## config.mk

```make
export PLATFORM = sky130hd
export DESIGN_NAME = spi_sram_window
export DESIGN_NICKNAME = d
export VERILOG_FILES = /design/src/rtl/spi_sram_pkg.sv /design/src/rtl/spi_sram_mem.sv /design/src/rtl/spi_sram_ctrl.sv /design/src/rtl/spi_sram_dp.sv /design/src/rtl/spi_sram_window.sv
export SDC_FILE = /design/constraint.sdc
export NUM_CORES = 2
export LEC_CHECK = 0
export BUFFER_PORTS_ARGS = -buffer_cell sky130_fd_sc_hd__buf_2
export CAP_MARGIN = 40
export CORE_ASPECT_RATIO = 1.1
export CORE_MARGIN = 5
export CORE_UTILIZATION = 38
export DETAILED_ROUTE_END_ITERATION = 6
export GPL_TIMING_DRIVEN = 0
export SETUP_SLACK_MARGIN = 0.15
export SYNTH_ARGS = -nofsm -noshare
export SYNTH_HDL_FRONTEND = slang
export SYNTH_HIERARCHICAL = 1
export SYNTH_SLANG_ARGS = --single-unit
```

## constraint.sdc

```tcl
create_clock -name clk -period 6.45 [get_ports clk]
set_input_delay 1.29 -clock clk [delete_from_list [all_inputs] [get_ports clk]]
set_output_delay 1.29 -clock clk [all_outputs]
set_load 0.1 [all_outputs]
```

## src/rtl/spi_sram_pkg.sv

```systemverilog
package spi_sram_pkg;

  localparam int BYTE_W = 8;

  // One-cycle strobes from the serial control to the datapath.
  typedef struct packed {
    logic              ptrLoad;   // command byte complete
    logic              wrCommit;  // write data byte complete
    logic              rdAdvance; // read data byte complete
    logic              txLoad;    // load next read byte into shifter
    logic              txShift;   // shift the output shifter
    logic              frameEnd;  // chip select released
    logic [BYTE_W-1:0] rxByte;    // byte assembled from the serial input
  } stbT;

endpackage

```

## src/rtl/spi_sram_mem.sv

```systemverilog
module spi_sram_mem #(
  parameter int DEPTH  = 256,
  parameter int WIDTH  = 8,
  localparam int AW    = $clog2(DEPTH)
) (
  input  logic             clk,
  input  logic             wrEn,
  input  logic [AW-1:0]    addr,
  input  logic [WIDTH-1:0] wrData,
  output logic [WIDTH-1:0] rdData
);

  logic [WIDTH-1:0] store [DEPTH];

  // No reset: contents are undefined until written.
  always_ff @(posedge clk) begin
    if (wrEn) store[addr] <= wrData;
  end

  assign rdData = store[addr];

endmodule

```

## src/rtl/spi_sram_ctrl.sv

```systemverilog
module spi_sram_ctrl
  import spi_sram_pkg::*;
#(
  parameter int SYNC_STAGES = 2
) (
  input  logic clk,
  input  logic rstN,
  input  logic spiCsN,
  input  logic spiSclk,
  input  logic spiMosi,
  output stbT  stb,
  output logic csActive
);

  localparam int BITS_W = $clog2(BYTE_W);
  localparam logic [BITS_W-1:0] LAST_BIT = BITS_W'(BYTE_W - 1);

  logic [SYNC_STAGES-1:0] csSh, sclkSh, mosiSh;
  logic csSync, sclkSync, mosiSync;
  logic sclkPrev;
  logic cpol;
  logic inFrame;
  logic sclkRise, sclkFall, leadEdge, trailEdge;
  logic [BITS_W-1:0] bitCnt;
  logic [BYTE_W-1:0] shiftIn, rxNext;
  logic dataPhase, wrMode;
  logic byteDone;

  // Input synchronizers
  always_ff @(posedge clk or negedge rstN) begin
    if (!rstN) begin
      csSh   <= '1;
      sclkSh <= '0;
      mosiSh <= '0;
    end else begin
      csSh[0]   <= spiCsN;
      sclkSh[0] <= spiSclk;
      mosiSh[0] <= spiMosi;
      for (int s = 1; s < SYNC_STAGES; s++) begin
        csSh[s]   <= csSh[s-1];
        sclkSh[s] <= sclkSh[s-1];
        mosiSh[s] <= mosiSh[s-1];
      end
    end
  end

  assign csSync   = csSh[SYNC_STAGES-1];
  assign sclkSync = sclkSh[SYNC_STAGES-1];
  assign mosiSync = mosiSh[SYNC_STAGES-1];

  // Frame tracking and polarity capture at chip-select assertion
  always_ff @(posedge clk or negedge rstN) begin
    if (!rstN) begin
      csActive <= 1'b0;
      sclkPrev <= 1'b0;
      cpol     <= 1'b0;
    end else begin
      csActive <= !csSync;
      sclkPrev <= sclkSync;
      if (!csActive && !csSync) cpol <= sclkSync;
    end
  end

  assign inFrame   = csActive && !csSync;
  assign sclkRise  = sclkSync && !sclkPrev;
  assign sclkFall  = !sclkSync && sclkPrev;
  assign leadEdge  = inFrame && (cpol ? sclkFall : sclkRise);
  assign trailEdge = inFrame && (cpol ? sclkRise : sclkFall);

  assign rxNext   = {shiftIn[BYTE_W-2:0], mosiSync};
  assign byteDone = leadEdge && (bitCnt == LAST_BIT);

  // Bit counter, input shifter and frame phase
  always_ff @(posedge clk or negedge rstN) begin
    if (!rstN) begin
      bitCnt    <= '0;
      shiftIn   <= '0;
      dataPhase <= 1'b0;
      wrMode    <= 1'b0;
    end else if (!inFrame) begin
      bitCnt    <= '0;
      dataPhase <= 1'b0;
      wrMode    <= 1'b0;
    end else if (leadEdge) begin
      shiftIn <= rxNext;
      bitCnt  <= bitCnt + BITS_W'(1);
      if (byteDone && !dataPhase) begin
        dataPhase <= 1'b1;
        wrMode    <= rxNext[BYTE_W-1];
      end
    end
  end

  logic loadCond;
  assign loadCond = trailEdge && (bitCnt == '0) && dataPhase && !wrMode;

  always_comb begin
    stb           = '0;
    stb.rxByte    = rxNext;
    stb.ptrLoad   = byteDone && !dataPhase;
    stb.wrCommit  = byteDone && dataPhase && wrMode;
    stb.rdAdvance = byteDone && dataPhase && !wrMode;
    stb.txLoad    = loadCond;
    stb.txShift   = trailEdge && !loadCond;
    stb.frameEnd  = csActive && csSync;
  end

endmodule

```

## src/rtl/spi_sram_dp.sv

```systemverilog
module spi_sram_dp
  import spi_sram_pkg::*;
#(
  parameter int MEM_DEPTH = 256,
  parameter int IDX_W     = 7,
  parameter logic [IDX_W-1:0] CTL_IDX  = 'h13,
  parameter logic [IDX_W-1:0] ADDR_IDX = 'h18,
  parameter logic [IDX_W-1:0] DATA_IDX = 'h19
) (
  input  logic clk,
  input  logic rstN,
  input  stbT  stb,
  output logic spiMiso,
  output logic spiMisoOe
);

  localparam int MA_W = $clog2(MEM_DEPTH);

  logic [IDX_W-1:0]  regIdx;
  logic [MA_W-1:0]   memAddr;
  logic              ctlBit;
  logic [BYTE_W-1:0] txSh;
  logic [BYTE_W-1:0] memRd;
  logic [BYTE_W-1:0] rdData;
  logic              memWe;
  logic              onWindow;
  logic              byteStep;

  assign onWindow = (regIdx == DATA_IDX);
  assign byteStep = stb.wrCommit || stb.rdAdvance;
  assign memWe    = stb.wrCommit && onWindow;

  spi_sram_mem #(
    .DEPTH (MEM_DEPTH),
    .WIDTH (BYTE_W)
  ) uMem (
    .clk    (clk),
    .wrEn   (memWe),
    .addr   (memAddr),
    .wrData (stb.rxByte),
    .rdData (memRd)
  );

  // Register index: loaded by the command byte, walks except on the window
  always_ff @(posedge clk or negedge rstN) begin
    if (!rstN) begin
      regIdx <= '0;
    end else if (stb.ptrLoad) begin
      regIdx <= stb.rxByte[IDX_W-1:0];
    end else if (byteStep && !onWindow) begin
      regIdx <= regIdx + IDX_W'(1);
    end
  end

  // Memory address: loaded through its register, advanced by the window
  always_ff @(posedge clk or negedge rstN) begin
    if (!rstN) begin
      memAddr <= '0;
    end else if (stb.wrCommit && regIdx == ADDR_IDX) begin
      memAddr <= stb.rxByte[MA_W-1:0];
    end else if (byteStep && onWindow) begin
      memAddr <= memAddr + MA_W'(1);
    end
  end

  // Control bit
  always_ff @(posedge clk or negedge rstN) begin
    if (!rstN) begin
      ctlBit <= 1'b0;
    end else if (stb.wrCommit && regIdx == CTL_IDX) begin
      ctlBit <= stb.rxByte[0];
    end
  end

  // Read decode
  always_comb begin
    rdData = '0;
    if (regIdx == ADDR_IDX)      rdData = BYTE_W'(memAddr);
    else if (regIdx == DATA_IDX) rdData = memRd;
    else if (regIdx == CTL_IDX)  rdData = {{(BYTE_W-1){1'b0}}, ctlBit};
  end

  // Output shifter and driver enable
  always_ff @(posedge clk or negedge rstN) begin
    if (!rstN) begin
      txSh      <= '0;
      spiMisoOe <= 1'b0;
    end else begin
      if (stb.txLoad) begin
        txSh      <= rdData;
        spiMisoOe <= 1'b1;
      end else if (stb.txShift) begin
        txSh <= {txSh[BYTE_W-2:0], 1'b0};
      end
      if (stb.frameEnd) spiMisoOe <= 1'b0;
    end
  end

  assign spiMiso = txSh[BYTE_W-1];

endmodule

```

## src/rtl/spi_sram_window.sv

```systemverilog
module spi_sram_window
  import spi_sram_pkg::*;
#(
  parameter int SYNC_STAGES = 2,
  parameter int MEM_DEPTH   = 256,
  parameter int IDX_W       = 7
) (
  input  logic clk,
  input  logic rstN,
  input  logic spiCsN,
  input  logic spiSclk,
  input  logic spiMosi,
  output logic spiMiso,
  output logic spiMisoOe
);

  stbT  stb;
  logic csActive;

  spi_sram_ctrl #(
    .SYNC_STAGES (SYNC_STAGES)
  ) uCtrl (
    .clk      (clk),
    .rstN     (rstN),
    .spiCsN   (spiCsN),
    .spiSclk  (spiSclk),
    .spiMosi  (spiMosi),
    .stb      (stb),
    .csActive (csActive)
  );

  spi_sram_dp #(
    .MEM_DEPTH (MEM_DEPTH),
    .IDX_W     (IDX_W)
  ) uDp (
    .clk       (clk),
    .rstN      (rstN),
    .stb       (stb),
    .spiMiso   (spiMiso),
    .spiMisoOe (spiMisoOe)
  );

endmodule

```

==> run_results.csv <==
group,metric,value,unit
placed_design,dp.cells,6692,
die,rows,177,
worst_setup_path,crit_top_cell,"clkbuf_1",
drt,totalWireLength,218.2,mm
min_path,worst_hold_path_type,"reg -> reg",
clocking,cts_buffers,203,
placed_design,portBuffers,6,
pwr,peakVddDrop,0.3009,mV
clocking,ctsHoldBuffers,0,
synth,ys_seq_elements,2094,
worst_setup_path,critPathBufInv,5,
drt,drtIter0Drc,4615,
clocking,root_buffer,"clkbuf_16",
die,pin_count,7,
synth,synth_cells,3799,
timing,final.setup.worst_slack,0.7953,ns
worst_setup_path,crit_chain,"clkbuf_1 -> nor2b_1 -> clkbuf_1 -> clkbuf_1 -> buf_8 -> clkbuf_1 -> a22oi_1 -> a21oi_1 -> o41ai_1 -> nand4_1 -> nand2_1 -> o21ai_0 -> nand3_1 -> o21ai_0",
timing,fmax,176.8,MHz
synth,synth_cell_type_count,57,
timing,setup_violations,0,
clocking,cts_resized,0,
synth,synth_area_per_cell,21.29,µm²
worst_setup_path,cp_slowest_cell,"a21oi_1",
synth,synth_ff_type,"edfxtp_1",
worst_setup_path,cpPeakStageDelay,0.74,ns
worst_setup_path,crit_family,"buffers and inverters",
synth,synth_edf_count,2048,
die,die_w,449.9,µm
final_layout,finalNonFillerCells,7071,
clocking,postCtsSetupBuffers,0,
worst_setup_path,startpoint_type,"flip-flop",
timing,fin_setup_tns,0,ns
grt,antenna_found_initial,11,
drt,wl_per_cell,30.86,µm
placed_design,gp_congestion,0.9289,
timing,max_slew.worst_pin.slew,1.038,ns
drt,ant_nets,0,
worst_setup_path,path_class,"reg -> reg",
grt,grt_pass1_wl,308.3,mm
drt,drcViolationCount,0,
die,core,211700,µm²
placed_design,post-dp-hpwl,146.9,mm
worst_setup_path,arrival,6.40,ns
worst_setup_path,required,7.19,ns
timing,clock_skew,0.03978,ns
final_layout,fin_nets,4138,
clocking,cts_tree,"yes",
pwr,power_leakage,28.00,nW
synth,synth_nets,3811,
run_status,status,"finished clean",
clocking,clk_pin_slew,0.06,ns
job,maxCapViolations,0,
clocking,clkLatencyLatePin,0.85,ns
timing,rsz0062_at_grt,"false",
final_layout,area_delta_synth_final,13.91,%
final_layout,drive_above_1_share,23.71,%
grt,grt_overflow,0,
synth,yosys_warnings,6,
drt,dr.pass1.iters,6,
final_layout,nFillCells,17930,
die,die_area,222200,µm²
worst_setup_path,cp_max_fo,10,
timing,post-route-min-period,5.655,ns
die,die_h,493.9,µm
placed_design,post-place-ws,0.9138,ns
synth,async_flop_share,2.197,%
synth,netlist_area,80880,µm²
timing,hold_viol_final,0,
clocking,clock_tree.buffer_depth,3,
timing,slew_headroom,29.91,%
timing,finalCritPeriodShare,87.67,%
synth,synth-seq-area-share,77.46,%
grt,grt_pass1_vias,41110,
pwr,power_density,313.3,nW/µm²
drt,vias_per_cell,5.794,
timing,maxSlewViolCount,0,
grt,grt_usage,19.39,%
drt,vias,40970,
die,start_util,38.20,%
clocking,h-tree-depth,4,
grt,grt_max_degree,137,
worst_setup_path,cp-end-kind,"flip-flop",
clocking,clock_sinks,2094,
[Yosys cell counts, types with 4 or more instances]
| master | number | share of area (%) |
|---|---|---|
| edfxtp_1 | 2048 | 76 |
| mux4_2 | 512 | 14 |
| a22oi_1 | 257 | 2.4 |
| nor2_1 | 241 | 1.1 |
| clkbuf_1 | 153 | 0.71 |
| a21oi_1 | 139 | 0.86 |
| nand2_1 | 59 | 0.27 |
| dfrtp_1 | 44 | 1.4 |
| buf_2 | 36 | 0.22 |
| nor3_1 | 33 | 0.20 |
| o41ai_1 | 32 | 0.35 |
| nand3_1 | 27 | 0.17 |
| o21ai_0 | 27 | 0.17 |
| buf_1 | 20 | 0.093 |
| buf_4 | 19 | 0.18 |
| buf_6 | 19 | 0.26 |
| mux2_2 | 12 | 0.17 |
| nand4_1 | 12 | 0.093 |
| mux2i_1 | 11 | 0.14 |
| inv_1 | 10 | 0.046 |
| nor2b_1 | 10 | 0.077 |
| nand2b_1 | 8 | 0.062 |
| ha_1 | 7 | 0.11 |
| and2_1 | 6 | 0.046 |
| a2bb2oi_1 | 4 | 0.043 |
| xor2_1 | 4 | 0.043 |
[placed cells by master, fill, tap and decap left out, types with 5 or more instances in the layout]
cell and instances:
mux4_2 512, nand4_1 12, nor2_1 241, clkinv_2 28
a22oi_1 257, a21oi_1 139, buf_16 26, inv_6 7
nand2_1 59, clkinv_1 46, ha_1 7, clkbuf_16 205
nor3_1 33, buf_12 5, bufinv_16 7, mux2i_1 11
buf_6 25, o41ai_1 32, diode_2 8, nand3_1 27
o21ai_0 27, nor2b_1 10, buf_1 21, nand2b_1 8
mux2_2 12, clkbuf_2 17, inv_1 10, dfrtp_1 37
and2_1 6, clkbuf_1 200, edfxtp_1 2048, buf_2 57
dfrtp_4 7, buf_8 14, buf_4 67
[worst paths after layout]
kind                                            start                           end  slack (ns)  depth (start not counted)
max                        uDp/memAddr[3]$_DFFE_PN0P_       uDp/txSh[1]$_DFFE_PN0P_        0.80                         14
min                         uCtrl/mosiSh[0]$_DFF_PN0_     uCtrl/mosiSh[1]$_DFF_PN0_        0.35                          0
max reg2reg                uDp/memAddr[3]$_DFFE_PN0P_       uDp/txSh[1]$_DFFE_PN0P_        0.80                         14
min reg2reg                 uCtrl/mosiSh[0]$_DFF_PN0_     uCtrl/mosiSh[1]$_DFF_PN0_        0.35                          0
max in group asynchronous                        rstN  uCtrl/shiftIn[2]$_DFFE_PN0P_        5.48                          2
min in group asynchronous                        rstN    uDp/memAddr[1]$_DFFE_PN0P_        0.42                          1
[layout make-up]
cell class	count	area [µm²]	share of cell area, %
Sequential cell	2094	62680	68.03
Multi-Input combinational cell	1448	17010	18.46
Clock buffer	271	5398	5.859
Tap cell	2774	3471	3.767
Timing Repair Buffer	122	1567	1.700
Buffer	247	1215	1.319
Clock inverter	97	739.5	0.8026
Inverter	10	37.54	0.04074
Antenna cell	8	20.02	0.02173
[per-layer routing]
metal | vias to the layer above | global-route usage, % | routed length, µm
li1 | 16670 | - | -
met1 | 21890 | 25.38 | 82980
met2 | 2002 | 31.54 | 106600
met3 | 403 | 4.308 | 19180
met4 | 4 | 8.180 | 9428
met5 | - | 0 | 24
[cells by family (layout without fill, tap and decap cells)]
group                      Yosys count  count (layout)  synth area share [%]
xor gates and xnor gates             6               6               0.06497
muxes                              535             535                 14.56
other                                0               8                     0
adders and majority gates            7               7                0.1083
and+or+nand+nor                    417             417                 2.252
AOI/OAI and AO/OA                  483             483                 4.041
buffers and inverters              257             747                 1.513
DFF                               2094            2094                 77.46
[registers in the layout (all words and copies together) (netlist names)]
signal,flops
uCtrl/bitCnt,3
uCtrl/cpol,1
uCtrl/csActive,1
uCtrl/csSh,2
uCtrl/dataPhase,1
uCtrl/mosiSh,2
uCtrl/sclkPrev,1
uCtrl/sclkSh,2
uCtrl/shiftIn,7
uCtrl/wrMode,1
uDp/ctlBit,1
uDp/memAddr,8
uDp/regIdx,7
uDp/spiMisoOe,1
uDp/txSh,8
uDp/uMem/store,2048
[power by group]
part           internal, mW  switching [mW]  total, mW
Combinational         0.286            1.14       1.43
Sequential             16.1           0.249       16.3
Clock                  6.15            4.97       11.1
Total                  22.5            6.37       28.9
[per-stage QoR]
stage	cell area, µm²	power, mW	util [%]	hold slack, ns
finish	92130	28.86	43.52	0.3481
global route	92110	29.79	43.51	0.3581
CTS	92070	29.10	43.49	0.3508
detailed placement	85930	18.07	40.59	0.3370
global placement	84380	18.37	39.86	0.3332
floorplan	80880	17.26	-	0.3312
[worst register-to-register path, stage by stage (launching register included)]
cell and delay [ns]:
dfrtp_1 0.47, clkbuf_1 0.49, nor2b_1 0.20, clkbuf_1 0.56, clkbuf_1 0.68, buf_8 0.25
clkbuf_1 0.67, a22oi_1 0.29, a21oi_1 0.74, o41ai_1 0.35, nand4_1 0.33, nand2_1 0.11
o21ai_0 0.17, nand3_1 0.13, o21ai_0 0.13
Note: power is estimated with default switching activity, not from simulation.
